--- config.mk ---
export PLATFORM = sky130hd
export DESIGN_NAME = pcs_seq
export DESIGN_NICKNAME = d
export VERILOG_FILES = /design/src/rtl/pcs_pkg.sv /design/src/rtl/pcs_rst_sync.sv /design/src/rtl/pcs_target_gen.sv /design/src/rtl/pcs_ret_stack.sv /design/src/rtl/pcs_seq.sv
export SDC_FILE = /design/constraint.sdc
export NUM_CORES = 1
export LEC_CHECK = 0
export ABC_AREA = 1
export BUFFER_PORTS_ARGS = -buffer_cell sky130_fd_sc_hd__buf_2
export CAP_MARGIN = 20
export CORE_ASPECT_RATIO = 1.4
export CORE_MARGIN = 8
export CORE_UTILIZATION = 50
export DETAILED_ROUTE_END_ITERATION = 12
export PLACE_DENSITY = 0.74
export SYNTH_ARGS = -nofsm -noshare
export SYNTH_HDL_FRONTEND = slang
export SYNTH_SLANG_ARGS = --single-unit
--- constraint.sdc ---
create_clock -name clk -period 1.57 [get_ports clk]
set_input_delay 0.157 -clock clk [delete_from_list [all_inputs] [get_ports clk]]
set_output_delay 0.157 -clock clk [all_outputs]
set_load 0.02 [all_outputs]
--- src/rtl/pcs_pkg.sv ---
package pcs_pkg;

  // Source of the next fetch address
  typedef enum logic [2:0] {
    SEL_INC  = 3'd0,
    SEL_JUMP = 3'd1,
    SEL_CALL = 3'd2,
    SEL_RET  = 3'd3,
    SEL_PCL  = 3'd4
  } next_sel_e;

  localparam int PAGE_OFS_W = 9;  // words addressed inside one page
  localparam int LOW_BYTE_W = 8;  // call field and computed-jump byte

endpackage

--- src/rtl/pcs_rst_sync.sv ---
module pcs_rst_sync #(
  parameter int STAGES = 2
) (
  input  logic clk,
  input  logic rst_n,
  output logic rst_q
);

  logic [STAGES-1:0] chain_q;
  logic [STAGES-1:0] chain_d;

  always_comb begin
    chain_d = {chain_q[STAGES-2:0], 1'b1};
  end

  always_ff @(posedge clk or negedge rst_n) begin
    if (!rst_n) begin
      chain_q <= '0;
    end else begin
      chain_q <= chain_d;
    end
  end

  assign rst_q = chain_q[STAGES-1];

endmodule

--- src/rtl/pcs_target_gen.sv ---
module pcs_target_gen
  import pcs_pkg::*;
#(
  parameter int PAGE_W = 2,
  localparam int ADDR_W = PAGE_OFS_W + PAGE_W
) (
  input  next_sel_e               sel,
  input  logic [PAGE_W-1:0]       page_sel,
  input  logic [PAGE_OFS_W-1:0]   addr_field,
  input  logic [LOW_BYTE_W-1:0]   pcl_value,
  output logic [ADDR_W-1:0]       target
);

  always_comb begin
    unique case (sel)
      SEL_JUMP: target = {page_sel, addr_field};
      SEL_CALL: target = {page_sel, 1'b0, addr_field[LOW_BYTE_W-1:0]};
      SEL_PCL:  target = {page_sel, 1'b0, pcl_value};
      default:  target = '0;
    endcase
  end

endmodule

--- src/rtl/pcs_ret_stack.sv ---
module pcs_ret_stack #(
  parameter int ADDR_W = 11,
  parameter int DEPTH  = 2
) (
  input  logic              clk,
  input  logic              rst_n,
  input  logic              push,
  input  logic              pop,
  input  logic [ADDR_W-1:0] push_data,
  output logic [ADDR_W-1:0] top
);

  logic [ADDR_W-1:0] ent_q [DEPTH];
  logic [ADDR_W-1:0] ent_d [DEPTH];
  logic              stk_en;

  assign stk_en = push | pop;

  for (genvar gi = 0; gi < DEPTH; gi++) begin : g_ent
    logic [ADDR_W-1:0] from_above;
    logic [ADDR_W-1:0] from_below;

    if (gi == 0) begin : g_first
      assign from_above = push_data;
    end else begin : g_inner
      assign from_above = ent_q[gi-1];
    end

    if (gi == DEPTH-1) begin : g_last
      assign from_below = ent_q[gi];      // deepest entry repeats on pop
    end else begin : g_mid
      assign from_below = ent_q[gi+1];
    end

    always_comb begin
      if (push) begin
        ent_d[gi] = from_above;
      end else if (pop) begin
        ent_d[gi] = from_below;
      end else begin
        ent_d[gi] = ent_q[gi];
      end
    end

    always_ff @(posedge clk or negedge rst_n) begin
      if (!rst_n) begin
        ent_q[gi] <= '0;
      end else if (stk_en) begin
        ent_q[gi] <= ent_d[gi];
      end
    end
  end

  assign top = ent_q[0];

  AST_PUSH_LANDS_ON_TOP: assert property (@(posedge clk) disable iff (!rst_n)
    push |=> (top == $past(push_data)));

  AST_DEEPEST_KEPT_ON_POP: assert property (@(posedge clk) disable iff (!rst_n)
    (pop && !push) |=> $stable(ent_q[DEPTH-1]));

endmodule

--- src/rtl/pcs_seq.sv ---
module pcs_seq
  import pcs_pkg::*;
#(
  parameter int                       PAGE_W      = 2,
  parameter int                       STACK_DEPTH = 2,
  parameter logic [PAGE_OFS_W+PAGE_W-1:0] RESET_ADDR = 'h1FF,
  localparam int                      ADDR_W      = PAGE_OFS_W + PAGE_W
) (
  input  logic                  clk,
  input  logic                  rst_n,
  input  logic                  op_jump,
  input  logic                  op_call,
  input  logic                  op_ret,
  input  logic                  op_pcl_wr,
  input  logic                  op_skip,
  input  logic [PAGE_OFS_W-1:0] addr_field,
  input  logic [LOW_BYTE_W-1:0] pcl_value,
  input  logic [PAGE_W-1:0]     page_sel,
  output logic [ADDR_W-1:0]     fetch_addr,
  output logic                  flush
);

  localparam logic [ADDR_W-1:0] ADDR_ONE = {{(ADDR_W-1){1'b0}}, 1'b1};

  logic              rst_q;
  logic [ADDR_W-1:0] pc_q, pc_d;
  logic              kill_q, kill_d;
  next_sel_e         sel;
  logic              skip_live;
  logic              redirect;
  logic [ADDR_W-1:0] jump_tgt;
  logic [ADDR_W-1:0] ret_top;
  logic              push, pop;

  pcs_rst_sync #(.STAGES(2)) u_rst_sync (
    .clk   (clk),
    .rst_n (rst_n),
    .rst_q (rst_q)
  );

  // Decode of the executing instruction; a squashed slot decodes as increment
  always_comb begin
    sel       = SEL_INC;
    skip_live = 1'b0;
    if (!kill_q) begin
      if (op_ret) begin
        sel = SEL_RET;
      end else if (op_call) begin
        sel = SEL_CALL;
      end else if (op_jump) begin
        sel = SEL_JUMP;
      end else if (op_pcl_wr) begin
        sel = SEL_PCL;
      end else begin
        skip_live = op_skip;
      end
    end
  end

  assign redirect = (sel != SEL_INC);
  assign push     = (sel == SEL_CALL);
  assign pop      = (sel == SEL_RET);

  pcs_target_gen #(.PAGE_W(PAGE_W)) u_target (
    .sel        (sel),
    .page_sel   (page_sel),
    .addr_field (addr_field),
    .pcl_value  (pcl_value),
    .target     (jump_tgt)
  );

  pcs_ret_stack #(.ADDR_W(ADDR_W), .DEPTH(STACK_DEPTH)) u_stack (
    .clk       (clk),
    .rst_n     (rst_q),
    .push      (push),
    .pop       (pop),
    .push_data (pc_q),
    .top       (ret_top)
  );

  // Next-state
  always_comb begin
    if (pop) begin
      pc_d = ret_top;
    end else if (redirect) begin
      pc_d = jump_tgt;
    end else begin
      pc_d = pc_q + ADDR_ONE;
    end
    kill_d = redirect | skip_live;
  end

  // State
  always_ff @(posedge clk or negedge rst_q) begin
    if (!rst_q) begin
      pc_q   <= RESET_ADDR;
      kill_q <= 1'b0;
    end else begin
      pc_q   <= pc_d;
      kill_q <= kill_d;
    end
  end

  assign fetch_addr = pc_q;
  assign flush      = rst_q & kill_d;

  AST_ONE_STROBE: assert property (@(posedge clk) disable iff (!rst_q)
    $onehot0({op_jump, op_call, op_ret, op_pcl_wr, op_skip}));

  AST_STEP_BY_ONE: assert property (@(posedge clk) disable iff (!rst_q)
    !flush |=> (fetch_addr == $past(fetch_addr) + ADDR_ONE));

  AST_JUMP_PAGE: assert property (@(posedge clk) disable iff (!rst_q)
    (op_jump && !kill_q) |=>
      (fetch_addr == {$past(page_sel), $past(addr_field)}));

  AST_CALL_LOW_HALF: assert property (@(posedge clk) disable iff (!rst_q)
    (op_call && !kill_q) |=> (fetch_addr[PAGE_OFS_W-1] == 1'b0));

  AST_RET_FROM_TOP: assert property (@(posedge clk) disable iff (!rst_q)
    (op_ret && !kill_q) |=> (fetch_addr == $past(ret_top)));

  AST_PCL_BYTE: assert property (@(posedge clk) disable iff (!rst_q)
    (op_pcl_wr && !kill_q && !op_ret && !op_call && !op_jump) |=>
      (fetch_addr == {$past(page_sel), 1'b0, $past(pcl_value)}));

  AST_SKIP_FLUSHES: assert property (@(posedge clk) disable iff (!rst_q)
    (op_skip && !kill_q) |-> flush);

  AST_NO_FLUSH_TWICE: assert property (@(posedge clk) disable iff (!rst_q)
    flush |=> !flush);

endmodule

==> results.md, run 1 <==
- Final Hold Fails: 0
- Startpoint types: flip-flop
- Syn Inst Count: 240
- Seq/Total Area, Yosys: about 49%
- Worst setup EP type: primary output
- Final Skew: 0.002301 ns
- GRT Resource Usage Total: 16.66%
- Warnings from Yosys: 0
- Synth area leader: dfrtp_1
- CTS buffer count: 5
- Die width: slightly below 70 µm
- Cell area after synthesis: about 0.0018 mm²
- DR pass1 iterations: 4
- Top post-synthesis cells by area: dfrtp_1 (37%), nand2_1 (23%), dfstp_2 (13%)
- Status: finished, final reports clean
- Row count: 26
- Syn Area/Cell: 7.705 µm²
- Multiplexer area fraction after synthesis: 0%
- Iteration-0 DRC Markers: 122
- Post-Place Setup Slack: 0.03073 ns
- First-pass GRT wire length: 7.686 mm
- CTS clk-pin slew, worst paths: 0.07 ns
- Crit path required time: 1.41 ns
- PnR worst setup slack: 0.05565 ns
- TritonCTS clock tree: built
- Synth Area in XOR/XNOR: 1.421%
- Synth Area in Simple Gates: 37.42%
- Full die area: between 0.005 and 0.006 mm²
- Yosys reg bits: 36
- Synthesis-to-finish area growth: 22.19%
- Final period util: 96.46%
- Final ANT Viol Nets: 0
- DR vias: roughly 1,700
- Die height: 87.96 µm
- # DRC: 0
- Mapped Nets: 267
- Worst Path Max Fanout: 4
- Longest Clk Path Bufs: 2
- Vias in the first global route: 1,717
- Crit path time final: ~1.5 ns
- Nets@finish: ~320
- Clock root buffer: clkbuf_8
- Core ar.: 0.003611 mm²
- Routed len/inst: around 14 µm
- IO Pins: 38
- Combinational family with the most area after synthesis: simple AND/OR/NAND/NOR gates
- # setup viols final: 0
- Largest net degree at the start of global routing: 35
- Fill count: 337
- Pwr Density: 1627 mW/mm²
- Fin. max-slew vios: 0
- GP Congestion: 0.8821
- N_diodes: 0
- Clk sinks: 36
- Synth Area in Compound Gates: under 10%
- Maxcap violations: 0
- Final WL: ~4.6 mm
- Netlist cell types: 21
- Starting Density: 51.21%
- Worst-Skew Late Latency: 0.28 ns
- Drt via density: 5.157
- Top cell type's share of synthesized area: 36.54%
- WS Path Type: flip-flop to primary output
- Max Freq: 0.6603 GHz
- Pleak: ~1.2 nW
- Hpwl dp: 3.363 mm
- Initial antenna violation count: 0
- Port buffer count: 37
- H-tree levels: 2
- Layout cells sized above 1: 26.55%
- Setup TNS: 0 ns
- Worst min-delay path class: input port to flip-flop
- Arr. time, crit path: about 1.4 ns
- Worst-case vdd ir drop: roughly 1.0 mV
- Hold Slack: 0.09631 ns
- Remaining global-route overflow: 0
- Adder and majority gate portion of the synthesized area: 0.6766%
==> cells in the mapped netlist (all sizes together) <==
library cell and count:
nand3 21, a21oi 1, o211ai 8, xor2 3
inv 17, nand3b 3, nand4 10, nand2 115
buf 9, dfrtp 27, nor2 12, ha 1
o21ai 2, conb 1, nor3 1, dfstp 9
==> where the power goes <==
part	leakage, nW	total (mW)	switching (mW)	internal, mW
clock	0.0510	0.667	0.318	0.350
combinational	0.672	1.26	0.763	0.497
sequential	0.449	1.75	0.347	1.40
total	1.17	3.68	1.43	2.25
==> cells by family after synthesis <==
group                      Yosys count
and+or+nand+nor                    162
other                                1
DFF                                 36
buffers and inverters               26
xor gates and xnor gates             3
AOI/OAI and AO/OA                   11
adders and majority gates            1
==> area by class of cell <==
type                            instances  area, µm²  share of cell area (%)
Clock buffer                            6      82.58                   3.654
Clock inverter                          2      10.01                  0.4430
Inverter                               17      63.81                   2.824
Multi-Input combinational cell        178      830.8                   36.77
Sequential cell                        36      912.1                   40.37
Tap cell                               42      52.55                   2.326
Timing Repair Buffer                   51      307.8                   13.62
==> placed cells by master, fill, tap and decap left out, drive strengths merged <==
cell type	count
xor2	3
o21ai	2
nor3	1
nand3b	3
buf	50
nand3	21
clkbuf	6
a21oi	1
ha	1
clkinv	2
nand4	10
dfrtp	27
conb	1
dfstp	9
nand2	115
dlygate4sd3	1
o211ai	8
nor2	12
inv	17
==> path summary, 6_finish.rpt <==
kind | slack [ns] | start | to | depth (start not counted)
setup reg to reg | 0.14 | fetch_addr[0] | fetch_addr[4] | 5
min in group asynchronous | 0.20 | rst_n | u_rst_sync.chain_q[0] | 2
max in group asynchronous | 0.93 | u_rst_sync.chain_q[1] | fetch_addr[5] | 1
setup / recovery | 0.06 | kill_q | flush | 8
hold reg to reg | 0.30 | u_rst_sync.chain_q[1] | kill_q | 1
hold / removal | 0.1 | pcl_value[2] | fetch_addr[2] | 3
==> through the flow <==
step / util, % / cells / power (mW) / area, µm²
floorplan: - / 240 / 2.553 / 1849
global placement: 58.45 / 320 / 2.952 / 2111
detailed placement: 58.45 / 320 / 2.976 / 2111
CTS: 61.64 / 330 / 3.673 / 2226
global route: 62.58 / 332 / 3.958 / 2260
finish: 62.58 / 332 / 3.677 / 2260
==> critical path: stages (launching register included) <==
cell and delay (ns):
dfrtp_1 0.39, inv_2 0.09, nand2_2 0.09, nor3_2 0.12, nand2_1 0.08, nand2_1 0.09
nand2_1 0.06, inv_1 0.05, buf_4 0.13
==> state kept, by name, summed over array words and instances (netlist names) <==
| name | count |
|---|---|
| fetch_addr | 11 |
| u_stack.g_ent.from_below | 11 |
| u_stack.top | 11 |
| u_rst_sync.chain_q | 2 |
| kill_q | 1 |
==> layer usage <==
layer	share of wire [%]	GRT usage (%)	wire length (µm)	vias up
met1	42	19.52	1923	810
li1	-	-	-	859
met2	52	29.32	2378	39
met4	0.88	4.962	40	0
met5	0	0	0	-
met3	5.0	3.457	228	4
==> repair_timing <==
item	in CTS	in global routing
gates resized for setup	2	5
buffers inserted	1	2
endpoints found under the hold margin	2	0
endpoints found under the setup margin	1	1
pin swaps	1	0
hold buffers	1	0
Power figures use the tool's default switching activity.
==> run 2, diff against run 1 <==
--- a/config.mk
+++ b/config.mk
@@ -11,6 +11,7 @@
 export CORE_ASPECT_RATIO = 1.4
 export CORE_MARGIN = 8
 export CORE_UTILIZATION = 50
+export CTS_BUF_LIST = sky130_fd_sc_hd__clkbuf_4 sky130_fd_sc_hd__clkbuf_8
 export DETAILED_ROUTE_END_ITERATION = 12
 export PLACE_DENSITY = 0.74
 export SYNTH_ARGS = -nofsm -noshare
==> constraint.sdc (replaced) <==
create_clock -name clk -period 1.57 [get_ports clk]
set_input_delay 0.157 -clock clk [delete_from_list [all_inputs] [get_ports clk]]
set_output_delay 0.157 -clock clk [all_outputs]
set_load 0.005 [all_outputs]
==> run 2 against run 1 <==
Compared with the run above: final cell count shrank 1.8%; critical path depth is the same; register-to-register slack gained 0.02 ns; utilization shrank 0.94 points; via count shrank 1.9%; sequential power is essentially flat; count of clock-buffer cells in the layout grew 2; fmax grew 1.6%; non-clock buffer count shrank 6; clock skew grew 0.0049 ns; hold slack lost 0.0087 ns.
==> results.md, run 2 (synthesis gave the netlist of run 1 again) <==
- FF-to-FF Start: fetch_addr[2] (was fetch_addr[0])
- # DRC: 0 (unchanged)
- Sequential power share: 49.5% (was 47.6%)
- CTS buffer count: 5 (unchanged)
- Pleak: 1.145 nW (was 1.172 nW)
- Delay-heaviest family, CP: simple AND/OR/NAND/NOR gates (unchanged)
- Clk sinks: 36 (unchanged)
- R2R setup slack: 0.16 ns (was 0.14 ns)
- TritonCTS clock tree: built (unchanged)
- Fin cells: 326 (was 332)
- Remaining global-route overflow: 0 (unchanged)
- Internal power: 2.261 mW (was 2.249 mW)
- Worst setup EP type: primary output (unchanged)
- Crit path time final: 1.490 ns (was 1.514 ns)
- Hpwl dp: 3.269 mm (was 3.363 mm)
- Clock root buffer: clkbuf_8 (unchanged)
- Initial antenna violation count: 0 (unchanged)
- Nets@finish: 310 (was 316)
- Final ANT Viol Nets: 0 (unchanged)
- Detail Route met2 WL: 2.291 mm (was 2.378 mm)
- WS Path Type: flip-flop to primary output (unchanged)
- GRT Resource Usage Total: 16.73% (was 16.66%)
- Die width: 67.40 µm (unchanged)
- R2R Path End: fetch_addr[10] (was fetch_addr[4])
- Hold path cells: 3 (unchanged)
- H-tree levels: 2 (unchanged)
- Vias in the first global route: 1,605 (was 1,717)
- Die height: 87.96 µm (unchanged)
- Final WL: 4.560 mm (was 4.570 mm)
- Full die area: 0.005928 mm² (unchanged)
- Worst Path Max Fanout: 4 (unchanged)
- Clk pwr share: 20.3% (was 18.2%)
- Switch share: 36.18% (was 38.84%)
- Port buffer count: 37 (unchanged)
- Comb pwr share: 30.2% (was 34.3%)
- Startpoint types: flip-flop (unchanged)
- Maxcap violations: 0 (unchanged)
- Starting Density: 51.21% (unchanged)
- First-pass GRT wire length: 7.521 mm (was 7.686 mm)
- Hold Path End: fetch_addr[2] (unchanged)
- Worst min-delay path class: input port to flip-flop (unchanged)
- Final instance area: 0.002226 mm² (was 0.002260 mm²)
- Iteration-0 DRC Markers: 64 (was 122)
- CP peak stage delay: 0.40 ns (was 0.39 ns)
- IO Pins: 38 (unchanged)
- Final period util: 94.93% (was 96.46%)
- Worst setup path startpoint: kill_q (unchanged)
- Fin. max-slew vios: 0 (unchanged)
- DR pass1 iterations: 4 (unchanged)
- CP cell instances: inv_2 > nand2_1 > nor2_4 > nor2_4 > nand2_1 > nand2_1 > inv_1 > buf_2 (was inv_2 > nand2_2 > nor3_2 > nand2_1 > nand2_1 > nand2_1 > inv_1 > buf_4)
- Most common library cell in the layout ignoring fill and taps: nand2_1 (unchanged)
- Row count: 26 (unchanged)
- Worst-Skew Late Latency: 0.29 ns (was 0.28 ns)
- Placed cells: 316 (was 320)
- WL met3: 229 µm (was 228 µm)
- Routed len/inst: 13.99 µm (was 13.77 µm)
- Final Hold Fails: 0 (unchanged)
- Pwr Density: 1592 mW/mm² (was 1627 mW/mm²)
- Arr. time, crit path: 1.33 ns (was 1.36 ns)
- CP max stage cell: dfrtp_1 (unchanged)
- Drt via density: 5.150 (was 5.157)
- Max Freq: 0.6710 GHz (was 0.6603 GHz)
- N_diodes: 0 (unchanged)
- Status: finished, final reports clean (unchanged)
- Post-layout util: 61.64% (was 62.58%)
- # setup viols final: 0 (unchanged)
- GP Congestion: 0.8739 (was 0.8821)
- Met1 WL: 1.958 mm (was 1.923 mm)
- Largest net degree at the start of global routing: 35 (unchanged)
- Crit path required time: 1.41 ns (about the same)
- Dpl cell area: 0.002093 mm² (was 0.002111 mm²)
- Longest Clk Path Bufs: 2 (unchanged)
- Worst Hold Launch: pcl_value[2] (unchanged)
- Most frequent cells in the layout: nand2_1 (115), buf_2 (37), dfrtp_1 (27), nand3_1 (21), inv_1 (14) (was nand2_1 (114), buf_2 (36), dfrtp_1 (27), nand3_1 (21), inv_1 (14))
- Worst-case vdd ir drop: 1.157 mV (was 1.015 mV)
- CTS clk-pin slew, worst paths: 0.07 ns (about the same)
- Final Skew: 0.007182 ns (was 0.002301 ns)
- Layout cells sized above 1: 24.65% (was 26.55%)
- Core ar.: 0.003611 mm² (unchanged)
- DR vias: 1,679 (was 1,712)
- Top sig layer: met4 (unchanged)
- Most common cell on crit path: nand2_1 (unchanged)
- Synthesis-to-finish area growth: 20.37% (was 22.19%)
- Buf/Inv on CP: 3 (unchanged)
- FF-to-FF path depth: 5 (unchanged)
- NetSw: 1.282 mW (was 1.428 mW)
[run 2: worst min-delay path: cells and delay by family]
kind                   cells  cell delay, ns
buffers and inverters      1            0.07
AND/OR/NAND/NOR            2            0.11
[run 2: routing by layer]
layer,vias up,track usage (%)
met2,36,27.75
met4,0,5.916
met1,787,19.81
met5,-,0
met3,8,4.994
li1,848,-
[run 2: final cells by class]
type / instances / area [µm²]
fill: 329 / 1385
sequential: 36 / 912.1
multi-input combinational: 178 / 827.0
timing repair buffer: 45 / 272.8
clock buffer: 8 / 97.59
inverter: 17 / 63.81
tap: 42 / 52.55
[run 2: power groups by stage]
| stage | logic, mW | registers (mW) | clock network (mW) |
|---|---|---|---|
| floorplan | 0.703 | 1.70 | 0 |
| detailed placement | 1.05 | 1.76 | 0 |
| CTS | 1.08 | 1.75 | 0.720 |
| global route | 1.22 | 1.81 | 0.774 |
| finish | 1.07 | 1.75 | 0.718 |
| global placement | 1.03 | 1.76 | 0 |
[run 2: what timing repair did]
item | CTS | global route
resized for setup | 1 | 4
endpoints found under the setup margin | 1 | 2
pin swaps | 1 | 0
setup buffers | 1 | 0
hold endpoints to repair | 2 | 0
hold buffers | 1 | 0
[run 2: worst max path at each step]
| stage | cells past startpoint | end |
|---|---|---|
| 2_1_floorplan | 2 | flush |
| 3_3_place_gp | 8 | flush |
| 3_5_place_dp | 8 | flush |
| 4_1_cts | 8 | flush |
| 5_1_grt | 8 | flush |
| 6_report | 8 | flush |
[run 2: through the flow]
stage                     setup slack [ns]  hold WS [ns]  setup TNS [ns]  power, mW
after floorplan                     0.1864       -0.1386               0      2.404
after global placement              0.1222      -0.04063               0      2.790
after detailed placement           0.07159      -0.04191               0      2.816
after CTS                          0.03834       0.08560               0      3.548
after global routing              -0.01254        0.1007        -0.01254      3.805
final                              0.07967       0.08758               0      3.543
==> run 3, diff against run 2 <==
--- a/config.mk
+++ b/config.mk
@@ -10,10 +10,11 @@
 export CAP_MARGIN = 20
 export CORE_ASPECT_RATIO = 1.4
 export CORE_MARGIN = 8
-export CORE_UTILIZATION = 50
+export CORE_UTILIZATION = 56
 export CTS_BUF_LIST = sky130_fd_sc_hd__clkbuf_4 sky130_fd_sc_hd__clkbuf_8
 export DETAILED_ROUTE_END_ITERATION = 12
-export PLACE_DENSITY = 0.74
+export PLACE_DENSITY = 0.81
 export SYNTH_ARGS = -nofsm -noshare
 export SYNTH_HDL_FRONTEND = slang
 export SYNTH_SLANG_ARGS = --single-unit
+export TNS_END_PERCENT = 20
==> run 3 against run 2 <==
Compared with the run above: non-clock buffer count grew 3; combinational power is essentially flat; sequential cell count stayed put; worst setup slack worse by 0.024 ns; sequential power about the same; register-to-register slack lost 0.05 ns; die area decreased by 8.5%; critical path type unchanged; largest cell class unchanged; largest power group unchanged.
==> results.md, run 3 (synthesis gave the netlist of run 1 again) <==
- Status: finished, final reports clean (unchanged)
- Clock root buffer: clkbuf_8 (unchanged)
- Initial antenna violation count: 0 (unchanged)
- Clk sinks: 36 (unchanged)
- Final WL: 4.464 mm (was 4.560 mm)
- Longest Clk Path Bufs: 2 (unchanged)
- Worst Hold Launch: pcl_value[1] (was pcl_value[2])
- Final period util: 96.43% (was 94.93%)
- WS Path Type: flip-flop to primary output (unchanged)
- Detail Route met2 WL: 2.380 mm (was 2.291 mm)
- Fin. max-slew vios: 0 (unchanged)
- Maxcap violations: 0 (unchanged)
- Crit path required time: 1.41 ns (about the same)
- Final Skew: 0.005624 ns (was 0.007182 ns)
- Hpwl dp: 3.340 mm (was 3.269 mm)
- CTS clk-pin slew, worst paths: 0.06 ns (was 0.07 ns)
- CP max stage cell: dfrtp_1 (unchanged)
- Pwr Density: 1574 mW/mm² (was 1592 mW/mm²)
- IO Pins: 38 (unchanged)
- Fin cells: 325 (was 326)
- Largest net degree at the start of global routing: 35 (unchanged)
- Routed len/inst: 13.74 µm (was 13.99 µm)
- GP Congestion: 0.8294 (was 0.8739)
- Fill count: 272 (was 329)
- Worst-Skew Late Latency: 0.28 ns (was 0.29 ns)
- Final ANT Viol Nets: 0 (unchanged)
- RSZ-0062 raised after global routing: true
- Delay-heaviest family, CP: simple AND/OR/NAND/NOR gates (unchanged)
- Setup TNS: 0 ns (unchanged)
- WL met3: 182 µm (was 229 µm)
- # setup viols final: 0 (unchanged)
- Pleak: 1.153 nW (was 1.145 nW)
- # DRC: 0 (unchanged)
- Nets@finish: 313 (was 310)
- First-pass GRT wire length: 7.624 mm (was 7.521 mm)
- N_diodes: 0 (unchanged)
- Port buffer count: 37 (unchanged)
- Layout cells sized above 1: 25.17% (was 24.65%)
- Worst min-delay path class: input port to flip-flop (unchanged)
- Most frequent cells in the layout: nand2_1 (114), buf_2 (37), dfrtp_1 (27), nand3_1 (21), inv_1 (14) (was nand2_1 (115), buf_2 (37), dfrtp_1 (27), nand3_1 (21), inv_1 (14))
- TritonCTS clock tree: built (unchanged)
- Area occupied by multi-input gates: 832.0 µm² (was 827.0 µm²)
- Die height: 84.00 µm (was 87.96 µm)
- Iteration-0 DRC Markers: 89 (was 64)
- Arr. time, crit path: 1.36 ns (was 1.33 ns)
- Crit path time final: 1.514 ns (was 1.490 ns)
- Drt via density: 5.332 (was 5.150)
- Met1 WL: 1.835 mm (was 1.958 mm)
- Starting Density: 59.21% (was 51.21%)
- Most common library cell in the layout ignoring fill and taps: nand2_1 (unchanged)
- Worst setup EP type: primary output (unchanged)
- Hold Slack: 0.1074 ns (was 0.08758 ns)
- Final Hold Fails: 0 (unchanged)
- GRT Resource Usage Total: 17.39% (was 16.73%)
- Vias in the first global route: 1,796 (was 1,605)
- Buf/Inv on CP: 3 (unchanged)
- CTS buffer count: 5 (unchanged)
- Synthesis-to-finish area growth: 19.55% (was 20.37%)
- Most common cell on crit path: nand2_1 (unchanged)
- Placed cells: 315 (was 316)
- Worst-case vdd ir drop: 1.017 mV (was 1.157 mV)
- FF-to-FF Start: fetch_addr[0] (was fetch_addr[2])
- CP cell instances: inv_2 > nand2_4 > nor3_2 > nand2_1 > nand2_1 > nand2_1 > inv_1 > buf_2 (was inv_2 > nand2_1 > nor2_4 > nor2_4 > nand2_1 > nand2_1 > inv_1 > buf_2)
- Remaining global-route overflow: 0 (unchanged)
- Row count: 24 (was 26)
- Core ar.: 0.003123 mm² (was 0.003611 mm²)
- R2R setup slack: 0.11 ns (was 0.16 ns)
- Die width: 64.57 µm (was 67.40 µm)
- Worst setup path startpoint: kill_q (unchanged)
- DR vias: 1,733 (was 1,679)
- H-tree levels: 2 (unchanged)
- Top sig layer: met4 (unchanged)
- Worst Path Max Fanout: 4 (unchanged)
- Sequential cell area: 912.1 µm² (unchanged)
- Max Freq: 0.6605 GHz (was 0.6710 GHz)
- Startpoint types: flip-flop (unchanged)
- Full die area: 0.005423 mm² (was 0.005928 mm²)
- DR pass1 iterations: 5 (was 4)
- CP peak stage delay: 0.40 ns (about the same)
-- run 3: layer usage --
metal	GRT usage, %	vias to the layer above
met2	31.22	33
li1	-	854
met5	0	-
met4	7.371	0
met1	18.46	838
met3	4.167	8
-- run 3: what timing repair did --
item | 4_1_cts | 5_1_grt
endpoints found under the setup margin | 1 | 1
hold endpoints to repair | 2 | 0
pin swaps | 1 | 3
buffers inserted | 1 | 1
resized for setup | 1 | 5
hold buffers | 1 | 0
-- run 3: path summary, 6_finish.rpt --
| check | to | cells past startpoint |
|---|---|---|
| hold reg to reg | u_stack.top[3] | 1 |
| hold / removal | fetch_addr[1] | 3 |
| min in group asynchronous | u_rst_sync.chain_q[1] | 2 |
| setup / recovery | flush | 8 |
| max in group asynchronous | fetch_addr[4] | 1 |
| setup reg to reg | fetch_addr[4] | 5 |
-- run 3: layout make-up --
class                           count  share of cell area, %
Sequential cell                    36                  41.26
Inverter                           17                  2.886
Timing Repair Buffer               48                  12.22
Tap cell                           39                  2.207
Multi-Input combinational cell    178                  37.63
Clock buffer                        7                  3.792
-- run 3: worst min-delay path, stage by stage --
cell and delay (ns):
buf_2 0.08, nand2_1 0.04, nand4_1 0.08
-- run 3: power breakdown --
group	switching [mW]	internal (mW)
logic	0.598	0.462
registers	0.372	1.40
clock network	0.304	0.340
total	1.27	2.21
-- run 3: metrics by stage --
stage          cell area (µm²)  utilization [%]  power (mW)  setup WS [ns]
3_3_place_gp              2079            66.59       2.763         0.1114
3_5_place_dp              2079            66.59       2.805        0.05478
6_report                  2211            70.79       3.479        0.05610
5_1_grt                   2211            70.79       3.733       -0.02034
2_1_floorplan             1849                -       2.404         0.1864
4_1_cts                   2186            69.99       3.464        0.04666
